===== src/rtl/strx_pkg.sv =====
package strx_pkg;

    localparam int ACC_W = 32;

    typedef enum logic [2:0] {
        MD_MOVE  = 3'd0,
        MD_LOAD  = 3'd1,
        MD_STORE = 3'd2,
        MD_IN    = 3'd3,
        MD_OUT   = 3'd4
    } mode_e;

    typedef enum logic [1:0] {
        ST_IDLE  = 2'd0,
        ST_READ  = 2'd1,
        ST_WRITE = 2'd2
    } state_e;

    // bytes per element for a size code
    function automatic logic [2:0] elem_bytes(input logic [1:0] sz);
        case (sz)
            2'd0:    return 3'd1;
            2'd1:    return 3'd2;
            default: return 3'd4;
        endcase
    endfunction

    // index of the final byte lane of an element
    function automatic logic [1:0] last_lane(input logic [1:0] sz);
        case (sz)
            2'd0:    return 2'd0;
            2'd1:    return 2'd1;
            default: return 2'd3;
        endcase
    endfunction

endpackage


===== src/rtl/strx_agen.sv =====
module strx_agen #(
    parameter int SEG_W = 16,
    parameter int OFF_W = 16,
    parameter int PA_W  = SEG_W + 4
) (
    input  logic [SEG_W-1:0] seg,
    input  logic [OFF_W-1:0] off,
    input  logic [1:0]       lane,
    output logic [PA_W-1:0]  pa
);
    // segment shifted by four plus offset plus byte lane
    always_comb begin
        pa = PA_W'({seg, 4'b0000}) + PA_W'(off) + PA_W'(lane);
    end
endmodule


===== src/rtl/strx_step.sv =====
module strx_step
    import strx_pkg::*;
#(
    parameter int OFF_W = 16
) (
    input  logic [OFF_W-1:0] off,
    input  logic [1:0]       size,
    input  logic             dir,
    output logic [OFF_W-1:0] nxt
);
    logic [OFF_W-1:0] amt;

    always_comb begin
        amt = OFF_W'(elem_bytes(size));
        nxt = dir ? (off - amt) : (off + amt);
    end
endmodule


===== src/rtl/strx_engine.sv =====
module strx_engine
    import strx_pkg::*;
#(
    parameter int SEG_W  = 16,
    parameter int OFF_W  = 16,
    parameter int CNT_W  = 16,
    parameter int PORT_W = 16
) (
    input  logic              clk,
    input  logic              rst_n,
    input  logic              start,
    input  logic [2:0]        mode,
    input  logic [1:0]        size,
    input  logic              dir,
    input  logic [SEG_W-1:0]  src_seg,
    input  logic [OFF_W-1:0]  src_off,
    input  logic [SEG_W-1:0]  dst_seg,
    input  logic [OFF_W-1:0]  dst_off,
    input  logic [CNT_W-1:0]  count,
    input  logic [PORT_W-1:0] port_addr,
    input  logic [ACC_W-1:0]  acc_in,
    output logic              busy,
    output logic              done,
    output logic [OFF_W-1:0]  src_idx,
    output logic [OFF_W-1:0]  dst_idx,
    output logic [CNT_W-1:0]  count_left,
    output logic [ACC_W-1:0]  acc_out,
    output logic [SEG_W+3:0]  mem_addr,
    output logic              mem_re,
    output logic              mem_we,
    output logic [7:0]        mem_wdata,
    input  logic [7:0]        mem_rdata,
    output logic [PORT_W-1:0] io_addr,
    output logic              io_re,
    output logic              io_we,
    output logic [7:0]        io_wdata,
    input  logic [7:0]        io_rdata
);
    localparam int PA_W  = SEG_W + 4;
    localparam int NCH   = 2;   // channel 0 source, channel 1 destination

    typedef struct packed {
        state_e             st;
        mode_e              mode;
        logic [1:0]         size;
        logic               dir;
        logic [SEG_W-1:0]   src_seg;
        logic [OFF_W-1:0]   src_off;
        logic [SEG_W-1:0]   dst_seg;
        logic [OFF_W-1:0]   dst_off;
        logic [PORT_W-1:0]  port;
        logic [CNT_W-1:0]   cnt;
        logic [ACC_W-1:0]   acc;
        logic [ACC_W-1:0]   xbuf;
        logic [1:0]         lane;
        logic               done;
    } regs_t;

    regs_t q, n;

    // per-channel address and next-index generation
    logic [SEG_W-1:0] ch_seg  [NCH];
    logic [OFF_W-1:0] ch_off  [NCH];
    logic [PA_W-1:0]  ch_pa   [NCH];
    logic [OFF_W-1:0] ch_next [NCH];

    assign ch_seg[0] = q.src_seg;
    assign ch_off[0] = q.src_off;
    assign ch_seg[1] = q.dst_seg;
    assign ch_off[1] = q.dst_off;

    for (genvar g = 0; g < NCH; g++) begin : g_ch
        strx_agen #(.SEG_W(SEG_W), .OFF_W(OFF_W), .PA_W(PA_W)) u_agen (
            .seg  (ch_seg[g]),
            .off  (ch_off[g]),
            .lane (q.lane),
            .pa   (ch_pa[g])
        );
        strx_step #(.OFF_W(OFF_W)) u_step (
            .off  (ch_off[g]),
            .size (q.size),
            .dir  (q.dir),
            .nxt  (ch_next[g])
        );
    end

    logic [7:0] rd_byte;
    logic       elem_end;
    logic       lane_last;
    logic       mode_ok;

    always_comb begin
        n         = q;
        n.done    = 1'b0;
        mem_addr  = '0;
        mem_re    = 1'b0;
        mem_we    = 1'b0;
        mem_wdata = '0;
        io_addr   = '0;
        io_re     = 1'b0;
        io_we     = 1'b0;
        io_wdata  = '0;
        rd_byte   = '0;
        elem_end  = 1'b0;
        lane_last = (q.lane == last_lane(q.size));
        mode_ok   = (mode <= 3'd4);

        case (q.st)
            ST_IDLE: begin
                if (start) begin
                    if (mode_ok && (count != '0)) begin
                        n.mode    = mode_e'(mode);
                        n.size    = size;
                        n.dir     = dir;
                        n.src_seg = src_seg;
                        n.src_off = src_off;
                        n.dst_seg = dst_seg;
                        n.dst_off = dst_off;
                        n.port    = port_addr;
                        n.cnt     = count;
                        n.acc     = acc_in;
                        n.lane    = '0;
                        n.st      = (mode == 3'(MD_STORE)) ? ST_WRITE : ST_READ;
                    end else begin
                        n.done = 1'b1;
                    end
                end
            end

            ST_READ: begin
                if (q.mode == MD_IN) begin
                    io_re   = 1'b1;
                    io_addr = q.port + PORT_W'(q.lane);
                    rd_byte = io_rdata;
                end else begin
                    mem_re   = 1'b1;
                    mem_addr = ch_pa[0];
                    rd_byte  = mem_rdata;
                end
                n.xbuf[{q.lane, 3'b000} +: 8] = rd_byte;
                if (q.mode == MD_LOAD) begin
                    n.acc[{q.lane, 3'b000} +: 8] = rd_byte;
                end
                if (lane_last) begin
                    n.lane = '0;
                    if (q.mode == MD_LOAD) begin
                        elem_end = 1'b1;
                    end else begin
                        n.st = ST_WRITE;
                    end
                end else begin
                    n.lane = q.lane + 2'd1;
                end
            end

            ST_WRITE: begin
                if (q.mode == MD_OUT) begin
                    io_we    = 1'b1;
                    io_addr  = q.port + PORT_W'(q.lane);
                    io_wdata = q.xbuf[{q.lane, 3'b000} +: 8];
                end else begin
                    mem_we    = 1'b1;
                    mem_addr  = ch_pa[1];
                    mem_wdata = (q.mode == MD_STORE) ? q.acc[{q.lane, 3'b000} +: 8]
                                                     : q.xbuf[{q.lane, 3'b000} +: 8];
                end
                if (lane_last) begin
                    elem_end = 1'b1;
                    n.lane   = '0;
                end else begin
                    n.lane = q.lane + 2'd1;
                end
            end

            default: n.st = ST_IDLE;
        endcase

        if (elem_end) begin
            if (q.mode inside {MD_MOVE, MD_LOAD, MD_OUT}) n.src_off = ch_next[0];
            if (q.mode inside {MD_MOVE, MD_STORE, MD_IN}) n.dst_off = ch_next[1];
            n.cnt = q.cnt - CNT_W'(1);
            if (q.cnt == CNT_W'(1)) begin
                n.st   = ST_IDLE;
                n.done = 1'b1;
            end else begin
                n.st = (q.mode == MD_STORE) ? ST_WRITE : ST_READ;
            end
        end
    end

    always_ff @(posedge clk) begin
        if (!rst_n) q <= '0;
        else        q <= n;
    end

    assign busy       = (q.st != ST_IDLE);
    assign done       = q.done;
    assign src_idx    = q.src_off;
    assign dst_idx    = q.dst_off;
    assign count_left = q.cnt;
    assign acc_out    = q.acc;

    // never a read and a write in the same cycle on either port
    a_r10_one_access: assert property (@(posedge clk) disable iff (!rst_n)
        !(mem_re && mem_we) && !(io_re && io_we) && !((mem_re || mem_we) && (io_re || io_we)));

    // load mode never writes anywhere
    a_r4_load_no_write: assert property (@(posedge clk) disable iff (!rst_n)
        (busy && q.mode == MD_LOAD) |-> (!mem_we && !io_we));

    // store mode never reads anything
    a_r5_store_no_read: assert property (@(posedge clk) disable iff (!rst_n)
        (busy && q.mode == MD_STORE) |-> (!mem_re && !io_re));

    // input mode reads only from the I/O side
    a_r6_in_reads_io: assert property (@(posedge clk) disable iff (!rst_n)
        (busy && q.mode == MD_IN) |-> (!mem_re && !io_we));

    // done is a single-cycle pulse
    a_r9_done_pulse: assert property (@(posedge clk) disable iff (!rst_n)
        done |=> !done);

    // count only holds or drops by one while running
    a_r9_count_step: assert property (@(posedge clk) disable iff (!rst_n)
        busy |=> ((q.cnt == $past(q.cnt)) || (q.cnt == $past(q.cnt) - CNT_W'(1))));

    // source index holds or moves by one element in the flagged direction
    a_r1_src_dir: assert property (@(posedge clk) disable iff (!rst_n)
        busy |=> ((q.src_off == $past(q.src_off)) ||
                  (!q.dir && q.src_off == $past(q.src_off) + OFF_W'(elem_bytes(q.size))) ||
                  ( q.dir && q.src_off == $past(q.src_off) - OFF_W'(elem_bytes(q.size)))));

    // zero count started from idle completes on the next cycle
    a_r8_zero_count: assert property (@(posedge clk) disable iff (!rst_n)
        (!busy && start && count == '0) |=> (done && !busy));

    // operation parameters hold while running
    a_r11_hold_params: assert property (@(posedge clk) disable iff (!rst_n)
        busy |=> ($stable(q.mode) && $stable(q.size) && $stable(q.dir)));

endmodule


===== config.mk =====
export PLATFORM = sky130hd
export DESIGN_NAME = strx_engine
export DESIGN_NICKNAME = d
export VERILOG_FILES = /design/src/rtl/strx_pkg.sv /design/src/rtl/strx_agen.sv /design/src/rtl/strx_step.sv /design/src/rtl/strx_engine.sv
export SDC_FILE = /design/constraint.sdc
export NUM_CORES = 1
export LEC_CHECK = 0
export ABC_AREA = 1
export BUFFER_PORTS_ARGS = -buffer_cell sky130_fd_sc_hd__buf_2
export CAP_MARGIN = 40
export CORE_MARGIN = 2
export CORE_UTILIZATION = 50
export CTS_CLUSTER_SIZE = 12
export DETAILED_ROUTE_END_ITERATION = 10
export PLACE_DENSITY_LB_ADDON = 0.1
export SLEW_MARGIN = 30
export SYNTH_ARGS = -nofsm -noshare
export SYNTH_HDL_FRONTEND = slang
export SYNTH_SLANG_ARGS = --single-unit
export TNS_END_PERCENT = 1

===== constraint.sdc =====
create_clock -name clk -period 2.5 [get_ports clk]
set_input_delay 0 -clock clk [delete_from_list [all_inputs] [get_ports clk]]
set_output_delay 0 -clock clk [all_outputs]
set_load 0.005 [all_outputs]

---- Word-level counts from Yosys, hierarchy flattened ----
Cells that the tools add are included.
Widths: inputs -> output; s select.
word-level totals
  output and inout port bits .............. 138
  register bits after elaboration ......... 171
  word-level logic and storage cells ...... 124
cells by class
  magnitude comparators ................... 1
  add/subtract/negate cells ............... 12
  multiplexer cells ....................... 56
  reduce and logical (&&, ||, !) cells .... 19
  shift operators ......................... 4
  equality and inequality tests ........... 18
operators by type and width
  operator                count
  $mux 136                2
  $mux 16                 9
  $mux 80                 1
  $bwmux 32               2
  $pmux 32 s2             1
  $shiftx 32x6->8         2
  $mux 8                  7
  $add 20x16->20          2
  $add 20x2->20           2
  $mux 20                 2
  $pmux 20 s2             1
  $add 16x3->16           2
  $mux 32                 1
  $pmux 16 s2             1
  $shift 8x7->32 const A  1
  $shiftx 8x7->32         1
  $sub 16x3->16           2
  $add 16x2->16           1
  $eq 16x1->1 const B     1
  $mux 2                  8
  $reduce_bool 16->1      1
  $sub 16x1->16 const B   1
  $mux 1                  15
  $ne 3x3->1 const B      4
  other kinds (24)        40

---- Logic depth before layout (Yosys ltp) ----
Gate-level depths: netlist (run 1).
  word-level depth ........................ 7
  depth in mapped cells ................... 19
  depth with buffers taken out ............ 19

---- By module ----
Synthesis (run 1) repeated with hierarchy kept, for this count alone.
unflattened totals
  cell total of the unflattened synthesis .. 2273
  area total of the unflattened synthesis .. 14036.0 sq um
modules (own cells, without submodules)
  module                      cells each  area an instance (sq um)  instances
  strx_engine                 1497        10020.9                   1
  strx_step                   187         955.9                     2
  strx_agen (g_ch[1].u_agen)  202         1057.3                    1
  strx_agen (g_ch[0].u_agen)  200         1046.0                    1

---- Least setup slack after synthesis (run 1) ----
Ideal clock, no wire load.
  path kind ............................... reg2reg
  start point ............................. register q[2] (netlist bit)
  end point ............................... register q, in the netlist acc_out[13]
  cell stages (with the launch flop) ...... 14
  buffers on the path ..................... 4
  data arrival time ....................... 2.465 ns
  setup slack ............................. -0.029 ns
  required time ........................... 2.436 ns
  path through ............................ dfxtp_1 > buf_2 > clkinv_1 > buf_1 > ha_1 > clkbuf_1 > inv_1 > buf_1 > nand2_1 > nor2_1 > nand2_1 > o21ai_0 > nor2_1 > nor2_1
on the way
  word-level cells in the longest chain between the ends .. 5
  elaborated cells on any way between the ends .. 6
ends and longest elaborated chain
  element                                                   RTL line            text
  start, declared                                           strx_engine.sv:59   regs_t q, n;
  start signal, assigned                                    strx_engine.sv:193  else q <= n;
  $neg 5->7 (*)                                             strx_engine.sv:142  n.acc[{q.lane, 3'b000} +: 8] = rd_byte;
  $shiftx 8x7->32 / $shift 8x7->32 (equally long branches)  strx_engine.sv:142
  $bwmux 32 (*)                                             strx_engine.sv:142
  $mux 32 (*)                                               strx_engine.sv:141  if (q.mode == MD_LOAD) begin
  $pmux 32 s2 (*)                                           strx_engine.sv:108  case (q.st)
Every way passes the cells marked *; elsewhere a longest branch is shown, timed or not. The select of a mux whose other input is x is not followed.
A chain may end at the register's enable or synchronous reset.

---- Final worst setup path (run 1) ----
  start point ............................. register q, in the netlist dst_idx[12]
  end point ............................... output port mem_addr[17]
on the way
  word-level cells in the longest chain between the ends .. 4
ends and longest elaborated chain
  element         RTL line            text
  $add 20x16->20  strx_agen.sv:13     pa = PA_W'({seg, 4'b0000}) + PA_W'(off) + PA_W'(lane);
  $add 20x2->20   strx_agen.sv:13
  $mux 20         strx_engine.sv:157  if (q.mode == MD_OUT) begin
  $pmux 20 s2     strx_engine.sv:108
  end, declared   strx_engine.sv:28   output logic [SEG_W+3:0] mem_addr,
Every way passes these cells.

==> results.rst, run 1 <==
.. list-table::
   :header-rows: 1

   * - Metric
     - Value
   * - Run status
     - finished, violations left
   * - Failing checks
     - negative setup slack
   * - Horiz. Die Dim
     - 165 um
   * - Final non-filler cell area
     - 16900 um^2
   * - Via count
     - 15.4k
   * - Setup slack after layout
     - -0.0385 ns
   * - CTS tree
     - done
   * - H-tree lvl count
     - 4
   * - Sw Share
     - 46.3%
   * - Mux share of post-synthesis cell area
     - 0.694%
   * - Mapped Area
     - 13000 um^2
   * - Part of the power in the clock network
     - 20.3%
   * - Critical register-to-register path startpoint
     - q[165]$_SDFFE_PN0P_
   * - Post-synthesis sequential element count
     - 171
   * - Fin Clk Skew
     - 0.0161 ns
   * - Number of synthesized flops with an enable pin
     - 0
   * - RD Place Congestion
     - 0.944
   * - Class of the tightest hold or removal check
     - input pin to register
   * - Placed wire-length estimate after detailed placement
     - 34100 um
   * - Fraction of the yosys area taken by sequential cells
     - 26.4%
   * - Relative contribution of sequential cells to total power
     - 28.0%
   * - Layout fillers
     - 2301
   * - Most frequent standard cell in the layout excluding fill and tap cells
     - sky130_fd_sc_hd__nand2_1
   * - Reg clk slew, reported paths
     - 0.08 ns
   * - Number of nets with antenna violations after routing
     - 0
   * - Ys flop type
     - sky130_fd_sc_hd__dfxtp_1
   * - Deepest clock path buffer count
     - 2
   * - Synthesized-area fraction occupied by ao, oa, aoi and oai cells
     - 21.7%
   * - RSZ-0062 raised after global routing
     - yes
   * - Average cell area after synthesis
     - 6.25 um^2
   * - Placed standard-cell area
     - 14300 um^2
   * - Sum of overflow across all layers after global routing
     - 0
   * - Final net count
     - 2645
   * - Sort of element at the end of the critical path
     - output port
   * - Average detailed-routed wire length per instance
     - 17.1 um
   * - Min-Delay Startpoint
     - acc_in[2]
   * - Final Util
     - 66.6%
   * - Total power density per cell area
     - 816 nW/um^2
   * - Placement row count
     - 58
   * - Xor and xnor area share after synthesis
     - 1.14%
   * - Net count after synthesis
     - 2304
   * - Combinational family with the most area after synthesis
     - simple AND/OR/NAND/NOR gates
   * - Worst-margin pin slew
     - 0.737 ns
   * - Effective utilization at floorplan
     - 51.3%
   * - Clk sinks
     - 171
   * - Number of buffers created by CTS
     - 17
   * - Relative contribution of combinational cells to total power
     - 51.6%
   * - Place WS
     - 0.0787 ns
   * - Crit share post-route
     - 102%
   * - Switch Pwr
     - 0.00637 W
   * - Distinct cell type count of the synthesized netlist
     - 55
   * - Drt total wl
     - 47300 um
   * - Hold Path Cell Cnt
     - 5
   * - Leakage power figure
     - 7.78 nW
   * - Critical Setup Path Class
     - register to output port
   * - Die area
     - 27300 um^2
   * - Pin count of the biggest net entering global routing
     - 65
   * - Top Ports
     - 291
   * - Largest voltage drop on the vdd net
     - 497 uV
   * - Arrival time at the worst endpoint
     - 2.54 ns
   * - Number of port buffers
     - 290
   * - Worst R2R End
     - dst_idx[8]$_SDFF_PN0_
   * - Adder and majority gate portion of the synthesized area
     - 7.11%
   * - Synth Area in Simple Gates
     - 30.6%
   * - Vias in the first global route
     - 14.0k
   * - Via density per instance
     - 5.56
   * - Reported max-cap violation count
     - 0
   * - Capture endpoint of the worst hold path
     - acc_out[2]$_SDFFE_PN0P_
   * - Async set-reset flop share out of synthesis
     - 0%
   * - Gate Count Post-Synth
     - 2079
   * - Pins Over Slew Limit
     - 0
   * - Cell internal pwr
     - 0.00739 W
   * - Power consumption
     - 0.0138 W
   * - Core area
     - 25300 um^2
   * - Antenna violations before repair
     - 2
   * - Clock latency on the worst-skew pair
     - 0.44 ns
   * - Layout-stage area growth over the synthesis result
     - 29.8%
   * - Library cell used as clock root buffer
     - sky130_fd_sc_hd__clkbuf_16
   * - Footprint of the flip-flops and latches
     - 3450 um^2
   * - Type of origin of the critical path
     - register
   * - Number of hold violations in the final report
     - 0
   * - Post-route minimum period
     - 2.54 ns
   * - Initial DRT Pass Iterations
     - 7
   * - DRC violation count after routing
     - 0
   * - Yosys warning count
     - 0
   * - Top achievable clock speed
     - 394 MHz
   * - Total global routing track utilization
     - 33.2%
   * - Share of layout cells above drive strength 1
     - 22.5%
   * - Highest-count cells in the layout ignoring fill and taps
     - sky130_fd_sc_hd__nand2_1, sky130_fd_sc_hd__buf_2, sky130_fd_sc_hd__a21oi_1
   * - Height of the die
     - 165 um
   * - Worst slew margin
     - 50.3%
   * - First-pass GRT wire length
     - 71400 um
   * - Hold slack
     - 0.0346 ns
   * - Iteration-0 DRC Markers
     - 1493
   * - Required time of the critical path
     - 2.50 ns
   * - Max Fanout on Critical Path
     - 6
   * - Setup violation total in the final timing report
     - 3
   * - Reg2Reg Depth
     - 18
   * - Footprint of the multi-input gates
     - 8490 um^2
   * - Setup slack, reg-to-reg
     - 0.18 ns
[sequential cells by signal (all words and copies together) (netlist names)]
name        count
q              58
src_idx        16
acc_out        32
ch_seg         32
count_left     16
done            1
dst_idx        16
[cells in the mapped netlist (all sizes together) (8+ instances only)]
| cell type | number | share of area (%) |
|---|---|---|
| nor3 | 23 | 0.92 |
| inv | 170 | 5.0 |
| nand2 | 566 | 16 |
| a221oi | 8 | 0.54 |
| o21ai | 161 | 6.3 |
| nand3 | 122 | 4.9 |
| a21oi | 287 | 11 |
| mux2 | 8 | 0.69 |
| o211ai | 14 | 0.81 |
| dfxtp | 171 | 26 |
| buf | 118 | 6.2 |
| ha | 69 | 6.6 |
| nor2 | 214 | 6.5 |
| clkbuf | 41 | 1.2 |
| nand4 | 15 | 0.77 |
| xor2 | 14 | 0.94 |
| a32o | 8 | 0.62 |
| or2 | 10 | 0.48 |
[how the worst max path moves through the flow]
| stage | to | slack (ns) | depth (start not counted) | start |
|---|---|---|---|---|
| final | mem_addr[17] | -0.04 | 9 | dst_idx[12]$_SDFF_PN0_ |
| after global routing | io_addr[13] | -0.18 | 11 | q[2]$_SDFFE_PN0P_ |
| after CTS | io_addr[13] | -0.07 | 11 | q[2]$_SDFFE_PN0P_ |
| after detailed placement | acc_out[26]$_SDFFE_PN0P_ | 0.08 | 8 | q[2]$_SDFFE_PN0P_ |
| after global placement | acc_out[26]$_SDFFE_PN0P_ | 0.09 | 8 | q[2]$_SDFFE_PN0P_ |
| after floorplan | acc_out[17]$_SDFFE_PN0P_ | -0.009 | 10 | q[2]$_SDFFE_PN0P_ |
[timing repair]
item                                    in CTS  in global routing
pin swaps                                    4                 22
gates resized for setup                     41                 99
endpoints found under the hold margin      126                  0
setup buffers                                3                 10
hold buffers                               126                  0
endpoints found under the setup margin      26                 31
[metrics by stage]
stage	cells	TNS (ns)
after floorplan	2079	-0.0738
after global placement	2592	0
after detailed placement	2592	0
after CTS	2753	-0.0725
after global routing	2765	-1.21
final	2765	-0.0816
[cell families (layout without fill, tap and decap cells)]
group,Yosys count,after routing
buffers and inverters,332,686
AO/OA/AOI/OAI,518,518
flip-flops,171,171
multiplexers,8,8
XOR/XNOR,16,16
adder cells (fa/ha/maj),72,72
AND/OR/NAND/NOR,962,962
other,0,2
[metal layers]
| layer | wire length, um | part of all wire, % | track usage [%] | up-vias |
|---|---|---|---|---|
| met1 | 20400 | 43 | 44.6 | 6984 |
| li1 | - | - | - | 7532 |
| met3 | 4280 | 9.0 | 5.89 | 96 |
| met2 | 21300 | 45 | 54.4 | 756 |
| met5 | 0 | 0 | 0 | - |
| met4 | 1280 | 2.7 | 9.96 | 0 |
[final cells by class]
cell class,count,share of cell area [%]
clock buffer,19,2.63
sequential,171,20.5
inverter,173,3.92
clock inverter,13,0.927
antenna,2,0.0297
timing repair buffer,481,19.2
multi-input combinational,1576,50.4
tap,330,2.45
[power by group through the flow]
stage                     sequential [W]  clock (W)  combinational (W)
after floorplan                  0.00365          0            0.00483
after global placement           0.00384          0            0.00641
after detailed placement         0.00385          0            0.00646
after CTS                        0.00380    0.00284            0.00674
after global routing             0.00391    0.00295            0.00785
final                            0.00386    0.00280            0.00710
[worst max-delay path: stages (launching register included)]
cell	delay, ns
sky130_fd_sc_hd__dfxtp_1	0.45
sky130_fd_sc_hd__ha_2	0.35
sky130_fd_sc_hd__a21oi_1	0.25
sky130_fd_sc_hd__o21ai_0	0.18
sky130_fd_sc_hd__a21oi_1	0.21
sky130_fd_sc_hd__nand3_1	0.16
sky130_fd_sc_hd__nand2_1	0.09
sky130_fd_sc_hd__nand2_1	0.07
sky130_fd_sc_hd__a21oi_2	0.20
sky130_fd_sc_hd__buf_2	0.14
Note: power is estimated with default switching activity, not from simulation.
==> run 2, diff against run 1 <==
--- a/config.mk
+++ b/config.mk
@@ -5,7 +5,7 @@
 export SDC_FILE = /design/constraint.sdc
 export NUM_CORES = 1
 export LEC_CHECK = 0
-export ABC_AREA = 1
+export ABC_CLOCK_PERIOD_IN_PS = 2500
 export BUFFER_PORTS_ARGS = -buffer_cell sky130_fd_sc_hd__buf_2
 export CAP_MARGIN = 40
 export CORE_MARGIN = 2
==> results.rst, run 2 <==
.. list-table::
   :header-rows: 1

   * - Metric
     - Value
   * - Sum of overflow across all layers after global routing
     - 0 (unchanged)
   * - Top Ports
     - 291 (unchanged)
   * - Pins Over Slew Limit
     - 0 (unchanged)
   * - Total global routing track utilization
     - 32.2% (-0.95 points)
   * - First-pass GRT wire length
     - 62700 um (-12%)
   * - Largest area contributor in the synthesized netlist
     - sky130_fd_sc_hd__dfxtp_1
   * - Fraction of the yosys area taken by sequential cells
     - 28.8% (+2.4 points)
   * - Gate Count Post-Synth
     - 1535 (-26%)
   * - Hold Path Cell Cnt
     - 5 (unchanged)
   * - DRC violation count after routing
     - 0 (unchanged)
   * - Yosys warning count
     - 0 (unchanged)
   * - Hold slack
     - 0.00226 ns (-0.0324 ns)
   * - Antenna violations before repair
     - 0 (-2)
   * - RSZ-0062 raised after global routing
     - yes
   * - Height of the die
     - 158 um (-4.2%)
   * - Horiz. Die Dim
     - 158 um (-4.2%)
   * - Worst slew margin
     - 50.2% (-0.10 points)
   * - Placed standard-cell area
     - 14000 um^2 (-2.1%)
   * - Capture endpoint of the worst hold path
     - done$_SDFF_PN0_
   * - Failing checks
     - negative setup slack
   * - Clock latency on the worst-skew pair
     - 0.46 ns (+0.02 ns)
   * - Final sum of negative setup slack
     - -5.59 ns (-5.51 ns)
   * - Final net count
     - 2184 (-17%)
   * - Top achievable clock speed
     - 330 MHz (-16%)
   * - Number of hold violations in the final report
     - 0 (unchanged)
   * - Setup violation total in the final timing report
     - 23 (+20)
   * - Reported max-cap violation count
     - 0 (unchanged)
   * - Most flop-heavy register
     - q
   * - Portion of synthesized cell area occupied by the leading cell type
     - 28.8% (+2.4 points)
   * - Via density per instance
     - 5.54 (-0.37%)
   * - Setup slack, reg-to-reg
     - -0.21 ns (-0.39 ns)
   * - Class of the tightest hold or removal check
     - input pin to register
   * - Core area
     - 23400 um^2 (-7.6%)
   * - Required time of the critical path
     - 2.50 ns (about the same)
   * - Initial DRT Pass Iterations
     - 5 (-2)
   * - Post-route minimum period
     - 3.03 ns (+0.492 ns)
   * - Leakage power figure
     - 7.70 nW (-1.0%)
   * - Deepest clock path buffer count
     - 2 (unchanged)
   * - Async set-reset flop share out of synthesis
     - 0% (unchanged)
   * - Average cell area after synthesis
     - 7.75 um^2 (+24%)
   * - H-tree lvl count
     - 4 (unchanged)
   * - Distinct cell type count of the synthesized netlist
     - 76 (+38%)
   * - Arrival time at the worst endpoint
     - 3.03 ns (+0.49 ns)
   * - Layout-stage area growth over the synthesis result
     - 36.9%
   * - Crit share post-route
     - 121% (+20 points)
   * - Worst-margin pin slew
     - 0.746 ns (+0.00930 ns)
   * - Effective utilization at floorplan
     - 50.8% (-0.47 points)
   * - Final antenna diode count
     - 0 (-2)
   * - Number of port buffers
     - 290 (unchanged)
   * - Top area cells in the synthesized netlist
     - sky130_fd_sc_hd__dfxtp_1, sky130_fd_sc_hd__nand2_1, sky130_fd_sc_hd__ha_1, sky130_fd_sc_hd__a21oi_1, sky130_fd_sc_hd__buf_4
   * - Vias in the first global route
     - 12.2k (-13%)
   * - Synth top cells by count
     - sky130_fd_sc_hd__nand2_1, sky130_fd_sc_hd__dfxtp_1, sky130_fd_sc_hd__a21oi_1, sky130_fd_sc_hd__nor2_1, sky130_fd_sc_hd__buf_4
   * - Placed wire-length estimate after detailed placement
     - 29500 um (-14%)
   * - Library cell used as clock root buffer
     - sky130_fd_sc_hd__clkbuf_16
   * - Type of origin of the critical path
     - register
   * - Number of nets with antenna violations after routing
     - 0 (unchanged)
   * - Reg2Reg Depth
     - 10 (-8)
   * - Final non-filler cell area
     - 16300 um^2 (-3.5%)
   * - Critical register-to-register path startpoint
     - q[165]$_SDFFE_PN0P_
   * - Average detailed-routed wire length per instance
     - 17.9 um (+4.5%)
   * - Via count
     - 12.7k (-17%)
   * - Flip-flop count of the largest register after layout
     - 58 (unchanged)
   * - Largest voltage drop on the vdd net
     - 522 uV (+4.9%)
   * - Number of buffers created by CTS
     - 17 (unchanged)
   * - Clk sinks
     - 171 (unchanged)
   * - Placement row count
     - 56 (-3.4%)
   * - Die area
     - 25000 um^2 (-8.2%)
   * - Ys flop type
     - sky130_fd_sc_hd__dfxtp_1
   * - Net count after synthesis
     - 1760 (-24%)
   * - Drt total wl
     - 40900 um (-13%)
   * - RD Place Congestion
     - 0.910 (-3.6%)
   * - Run status
     - finished, violations left
   * - Critical Setup Path Class
     - register to output port
   * - Max Fanout on Critical Path
     - 4 (-2)
   * - Most frequent standard cell in the layout excluding fill and tap cells
     - sky130_fd_sc_hd__buf_2
   * - Pin count of the biggest net entering global routing
     - 66 (+1.5%)
   * - Post-synthesis sequential element count
     - 171 (unchanged)
   * - CTS tree
     - done
   * - Mapped Area
     - 11900 um^2 (-8.4%)
   * - Highest-count cells in the layout ignoring fill and taps
     - sky130_fd_sc_hd__buf_2, sky130_fd_sc_hd__nand2_1, sky130_fd_sc_hd__dfxtp_1
   * - Worst R2R End
     - src_idx[14]$_SDFF_PN0_
   * - Number of synthesized flops with an enable pin
     - 0 (unchanged)
   * - Iteration-0 DRC Markers
     - 861 (-42%)
   * - Share of layout cells above drive strength 1
     - 27.8% (+5.3 points)
   * - Total power density per cell area
     - 735 nW/um^2 (-9.9%)
   * - Fin Clk Skew
     - 0.0206 ns (+0.00449 ns)
   * - Reg clk slew, reported paths
     - 0.08 ns (about the same)
   * - Most used standard cell by instance count after synthesis
     - sky130_fd_sc_hd__nand2_1
   * - Sort of element at the end of the critical path
     - output port
   * - Setup slack after layout
     - -0.530 ns (-0.492 ns)
   * - Min-Delay Startpoint
     - start
run 2: where the power goes:
group,internal [W],switching (W)
clock network,0.00136,0.00141
registers,0.00328,0.000557
logic,0.00239,0.00296
run 2: layout make-up:
type / instances / area, um^2
Timing Repair Buffer: 561 / 3930
Clock buffer: 17 / 425
Tap cell: 319 / 399
Fill cell: 1969 / 7130
Clock inverter: 15 / 191
Multi-Input combinational cell: 1174 / 7770
Inverter: 34 / 128
Sequential cell: 171 / 3440
run 2: worst max path at each step:
stage	cells after the start	startpoint	to	slack, ns
2_1_floorplan	13	q[165]$_SDFFE_PN0P_	src_idx[14]$_SDFF_PN0_	-0.13
3_3_place_gp	13	q[1]$_SDFFE_PN0P_	mem_addr[18]	-0.24
3_5_place_dp	13	q[1]$_SDFFE_PN0P_	mem_addr[18]	-0.26
4_1_cts	12	q[1]$_SDFFE_PN0P_	mem_addr[18]	-0.59
5_1_grt	11	q[2]$_SDFFE_PN0P_	mem_addr[17]	-0.69
6_report	11	dst_idx[1]$_SDFF_PN0_	mem_addr[19]	-0.53
run 2: worst max-delay path: stages (launching register included):
cell and delay [ns]:
sky130_fd_sc_hd__dfxtp_2 0.35, sky130_fd_sc_hd__ha_1 0.28, sky130_fd_sc_hd__a21o_1 0.15, sky130_fd_sc_hd__a41o_1 0.22
sky130_fd_sc_hd__a21oi_2 0.07, sky130_fd_sc_hd__o211ai_1 0.24, sky130_fd_sc_hd__a31oi_2 0.16, sky130_fd_sc_hd__o31ai_4 0.28
sky130_fd_sc_hd__a21oi_2 0.11, sky130_fd_sc_hd__or4_1 0.47, sky130_fd_sc_hd__nand3_1 0.11, sky130_fd_sc_hd__buf_2 0.12
run 2: routing by layer:
| metal | GRT usage, % | routed length (um) |
|---|---|---|
| met1 | 38.4 | 16600 |
| met3 | 6.24 | 2630 |
| met5 | 0 | 0 |
| met4 | 15.0 | 1850 |
| met2 | 55.9 | 19800 |
run 2: what timing repair did:
item,in CTS,in global routing
hold buffers,133,0
pin swaps,32,10
endpoints found under the setup margin,67,126
endpoints found under the hold margin,134,0
gates resized for setup,33,28
buffers inserted,2,0
run 2: kinds of logic (layout without fill, tap and decap cells):
group	after synthesis	count (layout)	share of synthesized area [%]
AND/OR/NAND/NOR	607	607	23.2
AO/OA/AOI/OAI	395	395	22.2
buffers and inverters	190	627	8.65
flip-flops	171	171	28.8
XOR/XNOR	74	74	5.51
adder cells (fa/ha/maj)	72	72	7.76
multiplexers	26	26	3.87
run 2: stage by stage:
stage	utilization (%)	instances	setup slack (ns)	power, W
2_1_floorplan	-	1535	-0.132	0.00730
3_3_place_gp	59.9	2123	-0.242	0.00874
6_report	69.5	2291	-0.530	0.0120
4_1_cts	68.9	2291	-0.592	0.0118
5_1_grt	69.5	2291	-0.688	0.0127
3_5_place_dp	60.0	2124	-0.262	0.00886
